--- config.mk ---
export PLATFORM = sky130hd
export DESIGN_NAME = gpio_irq_detect
export DESIGN_NICKNAME = d
export VERILOG_FILES = /design/src/rtl/gid_pkg.sv /design/src/rtl/gid_addr_dec.sv /design/src/rtl/gid_cfg_regs.sv /design/src/rtl/gid_pin_det.sv /design/src/rtl/gpio_irq_detect.sv
export SDC_FILE = /design/constraint.sdc
export NUM_CORES = 1
export LEC_CHECK = 0
export CORE_ASPECT_RATIO = 1.2
export CORE_MARGIN = 2
export CORE_UTILIZATION = 50
export CTS_BUF_LIST = sky130_fd_sc_hd__clkbuf_16
export CTS_CLUSTER_DIAMETER = 150
export DETAILED_ROUTE_END_ITERATION = 8
export PLACE_DENSITY = 0.81
export SLEW_MARGIN = 20
export SYNTH_ARGS = -nofsm -noshare
export SYNTH_HDL_FRONTEND = slang
export SYNTH_SLANG_ARGS = --single-unit
export TNS_END_PERCENT = 1
--- constraint.sdc ---
create_clock -name clk_i -period 5 [get_ports clk_i]
set_clock_uncertainty 0.1 [all_clocks]
set_input_delay 1 -clock clk_i [delete_from_list [all_inputs] [get_ports clk_i]]
set_output_delay 1 -clock clk_i [all_outputs]
set_load 0.05 [all_outputs]
--- src/rtl/gid_pkg.sv ---
package gid_pkg;

   localparam int unsigned GID_OFF_LEVEL  = 32'h404;
   localparam int unsigned GID_OFF_DUAL   = 32'h408;
   localparam int unsigned GID_OFF_POL    = 32'h40C;
   localparam int unsigned GID_OFF_ENABLE = 32'h410;
   localparam int unsigned GID_OFF_RAW    = 32'h414;
   localparam int unsigned GID_OFF_MASKED = 32'h418;
   localparam int unsigned GID_OFF_CLEAR  = 32'h41C;

   localparam int unsigned GID_MIN_ADDR_W = 11;

   typedef enum logic [2:0] {
      GID_SEL_NONE,
      GID_SEL_LEVEL,
      GID_SEL_DUAL,
      GID_SEL_POL,
      GID_SEL_ENABLE,
      GID_SEL_RAW,
      GID_SEL_MASKED,
      GID_SEL_CLEAR
   } gid_sel_e;

endpackage

--- src/rtl/gid_addr_dec.sv ---
module gid_addr_dec
   import gid_pkg::*;
#(
   parameter int unsigned ADDR_W = 12
) (
   input  logic [ADDR_W-1:0] addr_i,
   output gid_sel_e          sel_o
);

   always_comb begin
      if (addr_i == ADDR_W'(GID_OFF_LEVEL))
         sel_o = GID_SEL_LEVEL;
      else if (addr_i == ADDR_W'(GID_OFF_DUAL))
         sel_o = GID_SEL_DUAL;
      else if (addr_i == ADDR_W'(GID_OFF_POL))
         sel_o = GID_SEL_POL;
      else if (addr_i == ADDR_W'(GID_OFF_ENABLE))
         sel_o = GID_SEL_ENABLE;
      else if (addr_i == ADDR_W'(GID_OFF_RAW))
         sel_o = GID_SEL_RAW;
      else if (addr_i == ADDR_W'(GID_OFF_MASKED))
         sel_o = GID_SEL_MASKED;
      else if (addr_i == ADDR_W'(GID_OFF_CLEAR))
         sel_o = GID_SEL_CLEAR;
      else
         sel_o = GID_SEL_NONE;
   end

endmodule

--- src/rtl/gid_cfg_regs.sv ---
module gid_cfg_regs
   import gid_pkg::*;
#(
   parameter int unsigned NPINS    = 8,
   parameter bit          LEVEL_EN = 1'b1
) (
   input  logic             clk_i,
   input  logic             rst_ni,
   input  logic             wr_i,
   input  gid_sel_e         sel_i,
   input  logic [NPINS-1:0] wdata_i,
   output logic [NPINS-1:0] level_o,
   output logic [NPINS-1:0] dual_o,
   output logic [NPINS-1:0] pol_o,
   output logic [NPINS-1:0] enable_o,
   output logic [NPINS-1:0] clear_o
);

   logic [NPINS-1:0] dual_q;
   logic [NPINS-1:0] pol_q;
   logic [NPINS-1:0] enable_q;

   generate
      if (LEVEL_EN) begin : g_level_reg
         logic [NPINS-1:0] level_q;
         always_ff @(posedge clk_i or negedge rst_ni) begin
            if (!rst_ni)
               level_q <= '0;
            else if (wr_i && sel_i == GID_SEL_LEVEL)
               level_q <= wdata_i;
         end
         assign level_o = level_q;
      end else begin : g_level_none
         assign level_o = '0;
      end
   endgenerate

   always_ff @(posedge clk_i or negedge rst_ni) begin
      if (!rst_ni) begin
         dual_q   <= '0;
         pol_q    <= '0;
         enable_q <= '0;
      end else if (wr_i) begin
         if (sel_i == GID_SEL_DUAL)   dual_q   <= wdata_i;
         if (sel_i == GID_SEL_POL)    pol_q    <= wdata_i;
         if (sel_i == GID_SEL_ENABLE) enable_q <= wdata_i;
      end
   end

   assign dual_o   = dual_q;
   assign pol_o    = pol_q;
   assign enable_o = enable_q;
   assign clear_o  = (wr_i && sel_i == GID_SEL_CLEAR) ? wdata_i : '0;

   AST_STATUS_WRITE_NO_CFG: assert property (@(posedge clk_i) disable iff (!rst_ni)
      (wr_i && (sel_i == GID_SEL_RAW || sel_i == GID_SEL_MASKED))
      |=> $stable({level_o, dual_o, pol_o, enable_o}));

endmodule

--- src/rtl/gid_pin_det.sv ---
module gid_pin_det (
   input  logic clk_i,
   input  logic rst_ni,
   input  logic pin_i,
   input  logic level_mode_i,
   input  logic dual_i,
   input  logic pol_i,
   input  logic clear_i,
   output logic raw_o
);

   logic prev_q;
   logic edge_q;
   logic rise;
   logic fall;
   logic hit;

   assign rise = pin_i & ~prev_q;
   assign fall = ~pin_i & prev_q;
   assign hit  = ~level_mode_i & (dual_i ? (rise | fall) : (pol_i ? rise : fall));

   always_ff @(posedge clk_i or negedge rst_ni) begin
      if (!rst_ni) begin
         prev_q <= 1'b0;
         edge_q <= 1'b0;
      end else begin
         prev_q <= pin_i;
         if (level_mode_i)
            edge_q <= 1'b0;
         else
            edge_q <= hit | (edge_q & ~clear_i);
      end
   end

   assign raw_o = level_mode_i ? (pin_i == pol_i) : edge_q;

   AST_EDGE_HOLDS: assert property (@(posedge clk_i) disable iff (!rst_ni)
      (!level_mode_i && edge_q && !clear_i) |=> edge_q);

   AST_CLEAR_EMPTIES: assert property (@(posedge clk_i) disable iff (!rst_ni)
      (!level_mode_i && clear_i && pin_i == prev_q) |=> !edge_q);

   AST_EDGE_BEATS_CLEAR: assert property (@(posedge clk_i) disable iff (!rst_ni)
      (!level_mode_i && dual_i && pin_i != prev_q && clear_i) |=> edge_q);

   AST_FALL_IGNORES_RISE: assert property (@(posedge clk_i) disable iff (!rst_ni)
      (!level_mode_i && !dual_i && !pol_i && pin_i && !prev_q && !edge_q) |=> !edge_q);

   AST_LEVEL_NO_STORE: assert property (@(posedge clk_i) disable iff (!rst_ni)
      (level_mode_i && $past(level_mode_i)) |-> !edge_q);

endmodule

--- src/rtl/gpio_irq_detect.sv ---
module gpio_irq_detect
   import gid_pkg::*;
#(
   parameter int unsigned NPINS    = 8,
   parameter int unsigned ADDR_W   = 12,
   parameter int unsigned DATA_W   = 32,
   parameter bit          LEVEL_EN = 1'b1
) (
   input  logic              clk_i,
   input  logic              rst_ni,
   input  logic [NPINS-1:0]  pin_i,
   input  logic              bus_wr_i,
   input  logic [ADDR_W-1:0] bus_addr_i,
   input  logic [DATA_W-1:0] bus_wdata_i,
   output logic [DATA_W-1:0] bus_rdata_o,
   output logic              irq_o
);

   generate
      if (NPINS < 1) begin : g_chk_npins
         $error("NPINS must be at least 1");
      end
      if (NPINS > DATA_W) begin : g_chk_width
         $error("NPINS must not exceed DATA_W");
      end
      if (ADDR_W < GID_MIN_ADDR_W) begin : g_chk_addr
         $error("ADDR_W too small for the register offsets");
      end
   endgenerate

   gid_sel_e         sel;
   logic [NPINS-1:0] level_cfg;
   logic [NPINS-1:0] dual_cfg;
   logic [NPINS-1:0] pol_cfg;
   logic [NPINS-1:0] enable_cfg;
   logic [NPINS-1:0] clear_pulse;
   logic [NPINS-1:0] raw_stat;
   logic [NPINS-1:0] masked_stat;
   logic             unused_wdata_hi;

   assign unused_wdata_hi = ^bus_wdata_i;

   gid_addr_dec #(
      .ADDR_W (ADDR_W)
   ) i_dec (
      .addr_i (bus_addr_i),
      .sel_o  (sel)
   );

   gid_cfg_regs #(
      .NPINS    (NPINS),
      .LEVEL_EN (LEVEL_EN)
   ) i_cfg (
      .clk_i    (clk_i),
      .rst_ni   (rst_ni),
      .wr_i     (bus_wr_i),
      .sel_i    (sel),
      .wdata_i  (bus_wdata_i[NPINS-1:0]),
      .level_o  (level_cfg),
      .dual_o   (dual_cfg),
      .pol_o    (pol_cfg),
      .enable_o (enable_cfg),
      .clear_o  (clear_pulse)
   );

   generate
      for (genvar n = 0; n < NPINS; n++) begin : g_pin
         gid_pin_det i_det (
            .clk_i        (clk_i),
            .rst_ni       (rst_ni),
            .pin_i        (pin_i[n]),
            .level_mode_i (level_cfg[n]),
            .dual_i       (dual_cfg[n]),
            .pol_i        (pol_cfg[n]),
            .clear_i      (clear_pulse[n]),
            .raw_o        (raw_stat[n])
         );
      end
   endgenerate

   assign masked_stat = raw_stat & enable_cfg;
   assign irq_o       = |masked_stat;

   always_comb begin
      case (sel)
         GID_SEL_LEVEL:  bus_rdata_o = DATA_W'(level_cfg);
         GID_SEL_DUAL:   bus_rdata_o = DATA_W'(dual_cfg);
         GID_SEL_POL:    bus_rdata_o = DATA_W'(pol_cfg);
         GID_SEL_ENABLE: bus_rdata_o = DATA_W'(enable_cfg);
         GID_SEL_RAW:    bus_rdata_o = DATA_W'(raw_stat);
         GID_SEL_MASKED: bus_rdata_o = DATA_W'(masked_stat);
         default:        bus_rdata_o = '0;
      endcase
   end

   AST_IRQ_NEEDS_ENABLE: assert property (@(posedge clk_i) disable iff (!rst_ni)
      irq_o |-> (enable_cfg != '0));

endmodule

# --- Word-level counts from Yosys, hierarchy flattened ---
# Index checks and enable logic that the tools add are counted.
word_totals:
  mem_count: 0
  mem_bits_ro: 0
  ramBits: 0
  input_bits: 55
  reg_bits: 48
  latch_bits: 0
  out_inout_bits: 33
  wordCells: 170
classes:
  eq_ne: 22
  addsub: 0
  bitwise: 81
  n_reduce_logical: 6
  div: 0
  shift: 0
  mux: 41
  multipliers: 0
  n_lt_le_gt_ge: 0
op_table:
  columns: ["op", "count"]
  rows:
  - ["$eq 12x11->1 const B", 7]
  - ["$pmux 8 s6", 1]
  - ["$and 1x1->1", 32]
  - ["$mux 1", 32]
  - ["$not 1->1", 32]
  - ["$mux 3", 7]
  - ["$or 1x1->1", 16]
  - ["$eq 3x3->1 const B", 4]
  - ["$and 8x8->8", 1]
  - ["$eq 1x1->1", 8]
  - ["$mux 8", 1]
  - ["$reduce_or 8->1", 1]
  - ["$eq 3x2->1 const B", 2]
  - ["$reduce_and 2->1", 3]
  - ["$eq 3x1->1 const B", 1]
  - ["$logic_and 1x1->1", 2]

# --- Logic depth before layout (Yosys ltp) ---
logic_depth:
  word_depth: 15
  depth_mapped: 7

# --- Modules after synthesis ---
# A second synthesis with hierarchy kept.
hier_totals:
  hier_cells: 280
  area_unflattened_um2: 3179.3
by_module_without_submodules:
  columns: ["mod", "cells_per_inst", "instances", "area_each_um2"]
  rows:
  - ["gid_cfg_regs", 80, 1, 1337.5]
  - ["gid_pin_det", 13, 8, 141.4]
  - ["gpio_irq_detect", 88, 1, 648.1]
  - ["gid_addr_dec", 8, 1, 62.6]

# --- Least setup slack after synthesis ---
# OpenSTA, ideal clock, no wires.
synth_timing:
  path_kind: "input to output"
  from: "input bus_addr_i[9]"
  to: "output bus_rdata_o[3]"
  setup_slack_ns: 1.067
  t_arrival_ns: 2.833
  stages: 6
  path_cell_list: "nor4b_4 -> nand3_2 -> buf_2 -> nor3b_2 -> a22oi_1 -> o22ai_1"
synth_via:
  elab_chain_len: 10
  elab_cells_between_ends: 21
  cone_classes: "13 x eq/ne; 8 x mux"
synth_lines:
  columns: ["element", "line_no", "source"]
  rows:
  - ["start, declared", "gpio_irq_detect.sv:13", "input logic [ADDR_W-1:0] bus_addr_i,"]
  - ["$eq 12x11->1", "gid_addr_dec.sv:23", "else if (addr_i == ADDR_W'(GID_OFF_CLEAR))"]
  - ["$mux 3", "gid_addr_dec.sv:23", null]
  - ["$mux 3", "gid_addr_dec.sv:21", "else if (addr_i == ADDR_W'(GID_OFF_MASKED))"]
  - ["$mux 3", "gid_addr_dec.sv:19", "else if (addr_i == ADDR_W'(GID_OFF_RAW))"]
  - ["$mux 3", "gid_addr_dec.sv:17", "else if (addr_i == ADDR_W'(GID_OFF_ENABLE))"]
  - ["$mux 3", "gid_addr_dec.sv:15", "else if (addr_i == ADDR_W'(GID_OFF_POL))"]
  - ["$mux 3", "gid_addr_dec.sv:13", "else if (addr_i == ADDR_W'(GID_OFF_DUAL))"]
  - ["$mux 3 *", "gid_addr_dec.sv:11", "if (addr_i == ADDR_W'(GID_OFF_LEVEL))"]
  - ["$eq 3x3->1 (tied with other cells)", "gpio_irq_detect.sv:85", "case (sel)"]
  - ["$pmux 8 s6 *", "gpio_irq_detect.sv:85", null]
  - ["end, declared", "gpio_irq_detect.sv:15", "output logic [DATA_W-1:0] bus_rdata_o,"]
# Mark *: on every way between the ends. The rest lies on a longest branch, timed or not.

# --- Final worst setup path ---
layout_timing:
  from: "input pin_i[3]"
  to: "output irq_o"
layout_via:
  elab_chain_len: 4
layout_lines:
  columns: ["element", "line_no", "source"]
  rows:
  - ["start, declared", "gpio_irq_detect.sv:11", "input logic [NPINS-1:0] pin_i,"]
  - ["$eq 1x1->1", "gid_pin_det.sv:35", "assign raw_o = level_mode_i ? (pin_i == pol_i) : edge_q;"]
  - ["$mux 1", "gid_pin_det.sv:35", null]
  - ["$and 8x8->8", "gpio_irq_detect.sv:81", "assign masked_stat = raw_stat & enable_cfg;"]
  - ["$reduce_or 8->1", "gpio_irq_detect.sv:82", "assign irq_o = |masked_stat;"]
  - ["end, declared", "gpio_irq_detect.sv:16", "output logic irq_o"]
# No other way between the ends.

==> results.cfg <==
[synthesis]
syn_area_per_cell_um2 = 10.5
synth.distinct_cells = 42
synthAdderAreaFrac = 0.0656
synthesis.area_mm2 = 0.00305
synth_compound_area_frac = 0.109
synth-xor-area-share = 0.0230
ys_seq_elements = 48
synth_top_family_by_area = multiplexers
synthSimpleGateAreaFrac = 0.107
synth_edf_count = 0
syn_inst = 291
seq_area_frac_synth = 0.393
ys_warn_count = 0
async_flop_share = 1.00
synthMuxAreaShare = 0.205
ys.flop_type = dfrtp_1

[worst_hold_path]
hold_depth = 1
hold_path.class = register to register
hold_path_startpoint = i_cfg.level_o[2]$_DFFE_PN0P_
min_to = g_pin[2].i_det.edge_q$_DFF_PN0_

[power_and_ir_drop]
pwr-share-clk = 0.375
powerDensity_mw_per_mm2 = 231
switchingPower_mw = 0.224
power.leakage_nw = 1.65
power.share.combinational = 0.151
internal-power_mw = 0.613
ir_drop_mv = 0.165
switching_share = 0.268
pwr-share-seq = 0.474
power_mw = 0.837

[critical_path]
startpoint_type = input pin
rr_startpoint = g_pin[7].i_det.prev_q$_DFF_PN0_
arrival_ps = 3260
slowest_delay_ps = 730
crit_family = buffers and inverters
cp.depth = 7
rrSetupSlack_ps = 3690
required_ps = 3900
crit_path_frequent_cell = clkdlybuf4s50_1
regToRegEndpoint = g_pin[7].i_det.edge_q$_DFF_PN0_
slowest_stage = clkdlybuf4s50_1
worstRegToRegCells = 4
critical_path_class = input pin to primary output
end_kind = primary output
path_buf_inv = 2
critPathMaxFanout = 4
critPathLaunch = pin_i[3]
crit_chain = clkdlybuf4s50_1, xnor2_1, mux2_2, o2bb2ai_1, a211oi_1, nand4_1, clkdlybuf4s50_1

[clock_network]
path_clk_slew_ps = 60
cts_tree = done
cts_hold_buf = 0
clock-sinks = 48
clk_latency_ps = 280
numCtsBuffers = 5
clock_path_buffers = 2
cts_setup_buffers = 0
root_buffer = clkbuf_16
cts-resized-gates = 0
cts_htree_levels = 2

[final_layout]
diodes = 0
finalNonFillerCells = 414
drive_above_1_share = 0.238
area_growth_pct = 18.7
mostFrequentLayoutCell = mux2_2
layout_common_cells = mux2_2 (52), dfrtp_1 (48), clkdlybuf4s50_1 (30), conb_1 (24), inv_1 (20)
nNetsFinal = 403

[route]
drtIter0Drc = 100
num_vias = 2292
dr.pass1.iters = 4
wl_per_cell_um = 16.3
routed_wirelength_mm = 6.74
drc = 0
final_antenna_net_count = 0
routed_via_density = 5.54

[floorplanning]
die_h_um = 89.6
die_area_mm2 = 0.00675
core_mm2 = 0.00597
pin_count = 88
rows = 31
dieWidth_um = 75.3
initial_core_util = 0.511

[grt]
grt_pass1_wl_mm = 10.8
grt.overflow.total = 0
antenna_found_initial = 0
grt_max_degree = 49
grt_usage = 0.213
grt_pass1_vias = 2220

[sta]
rsz0062_at_grt = false
maxSlewViolCount = 0
period_needed_ps = 4360
fin_crit_sh = 0.872
max_slew.worst_pin.slew_ps = 757
setup_violations = 0
hold_violations = 0
relSlewSlack = 0.492
setup_tns_ps = 0
max_freq_mhz = 229

[placed_design]
dpl.hpwl_mm = 4.79
dp.cells = 407
place.port_buffers = 39
gp_congestion = 0.824

[run]
cap_violations = 0

[run_status]
status = finished, final reports clean
-- cell usage after synthesis, types with 2 or more instances --
master / count / area (um^2)
nand4_1: 3 / 18.8
mux2_2: 52 / 586
inv_1: 20 / 75.1
xnor2_1: 8 / 70.1
nor2b_1: 4 / 25.0
o21ai_0: 17 / 85.1
and3_1: 2 / 12.5
a22o_1: 2 / 17.5
nand3_1: 11 / 55.1
buf_2: 3 / 15.0
nor2_1: 9 / 33.8
ha_1: 16 / 200
o22ai_1: 3 / 18.8
a21oi_1: 11 / 55.1
mux2i_1: 4 / 40.0
a31o_2: 2 / 17.5
dfrtp_1: 48 / 1200
buf_4: 24 / 180
a22oi_1: 4 / 30.0
o2111ai_1: 2 / 17.5
nand2_1: 17 / 63.8
clkbuf_1: 5 / 18.8
a32oi_1: 4 / 35.0
nor3_1: 2 / 10.0
-- cell type report --
| cell class | instances | area, um^2 |
|---|---|---|
| Fill cell | 529 | 2350 |
| Multi-Input combinational cell | 213 | 1650 |
| Sequential cell | 48 | 1200 |
| Timing Repair Buffer | 44 | 468 |
| Clock buffer | 5 | 125 |
| Tap cell | 82 | 103 |
| Inverter | 20 | 75.1 |
| Clock inverter | 2 | 7.51 |
-- registers in the layout, indices dropped and copies added, names as in the netlist --
register            flops
i_cfg.dual_o            8
i_cfg.pol_o             8
g_pin.i_det.edge_q      8
i_cfg.level_o           8
g_pin.i_det.prev_q      8
i_cfg.enable_o          8
-- power groups by stage --
| stage | Combinational (mW) | Clock [mW] | Sequential, mW |
|---|---|---|---|
| 5_1_grt | 0.137 | 0.332 | 0.397 |
| 3_5_place_dp | 0.126 | 0 | 0.404 |
| 3_3_place_gp | 0.122 | 0 | 0.404 |
| 6_report | 0.126 | 0.314 | 0.397 |
| 2_1_floorplan | 0.0893 | 0 | 0.403 |
| 4_1_cts | 0.126 | 0.318 | 0.397 |
-- metrics by stage --
stage | setup slack (ps) | util | hold WS (ps) | cell area [um^2]
after floorplan | 1070 | - | 341 | 3140
after global placement | 710 | 0.584 | 357 | 3490
after detailed placement | 668 | 0.584 | 374 | 3490
after CTS | 669 | 0.606 | 384 | 3620
after global routing | 560 | 0.607 | 402 | 3620
final | 640 | 0.607 | 382 | 3620
-- cells by family (layout without fill, tap and decap cells) --
group,count (synthesis),after routing
buffers and inverters,53,71
adder cells (fa/ha/maj),16,16
AND/OR/NAND/NOR,57,57
flip-flops,48,48
multiplexers,56,56
AO/OA/AOI/OAI,52,52
XOR/XNOR,8,8
other,1,24
-- metal layers --
layer / global-route usage / vias up / share of wire
li1: - / 1062 / -
met3: 0.0379 / 14 / 0.052
met2: 0.363 / 87 / 0.52
met1: 0.268 / 1129 / 0.41
met4: 0.0813 / 0 / 0.020
met5: 0 / - / 0
-- how the worst max path moves through the flow --
| stage | endpoint | slack [ps] |
|---|---|---|
| global placement | irq_o | 710 |
| floorplan | bus_rdata_o[3] | 1070 |
| global route | irq_o | 560 |
| finish | irq_o | 640 |
| CTS | irq_o | 670 |
| detailed placement | irq_o | 670 |
No activity file was read; power rests on OpenSTA's default activity.
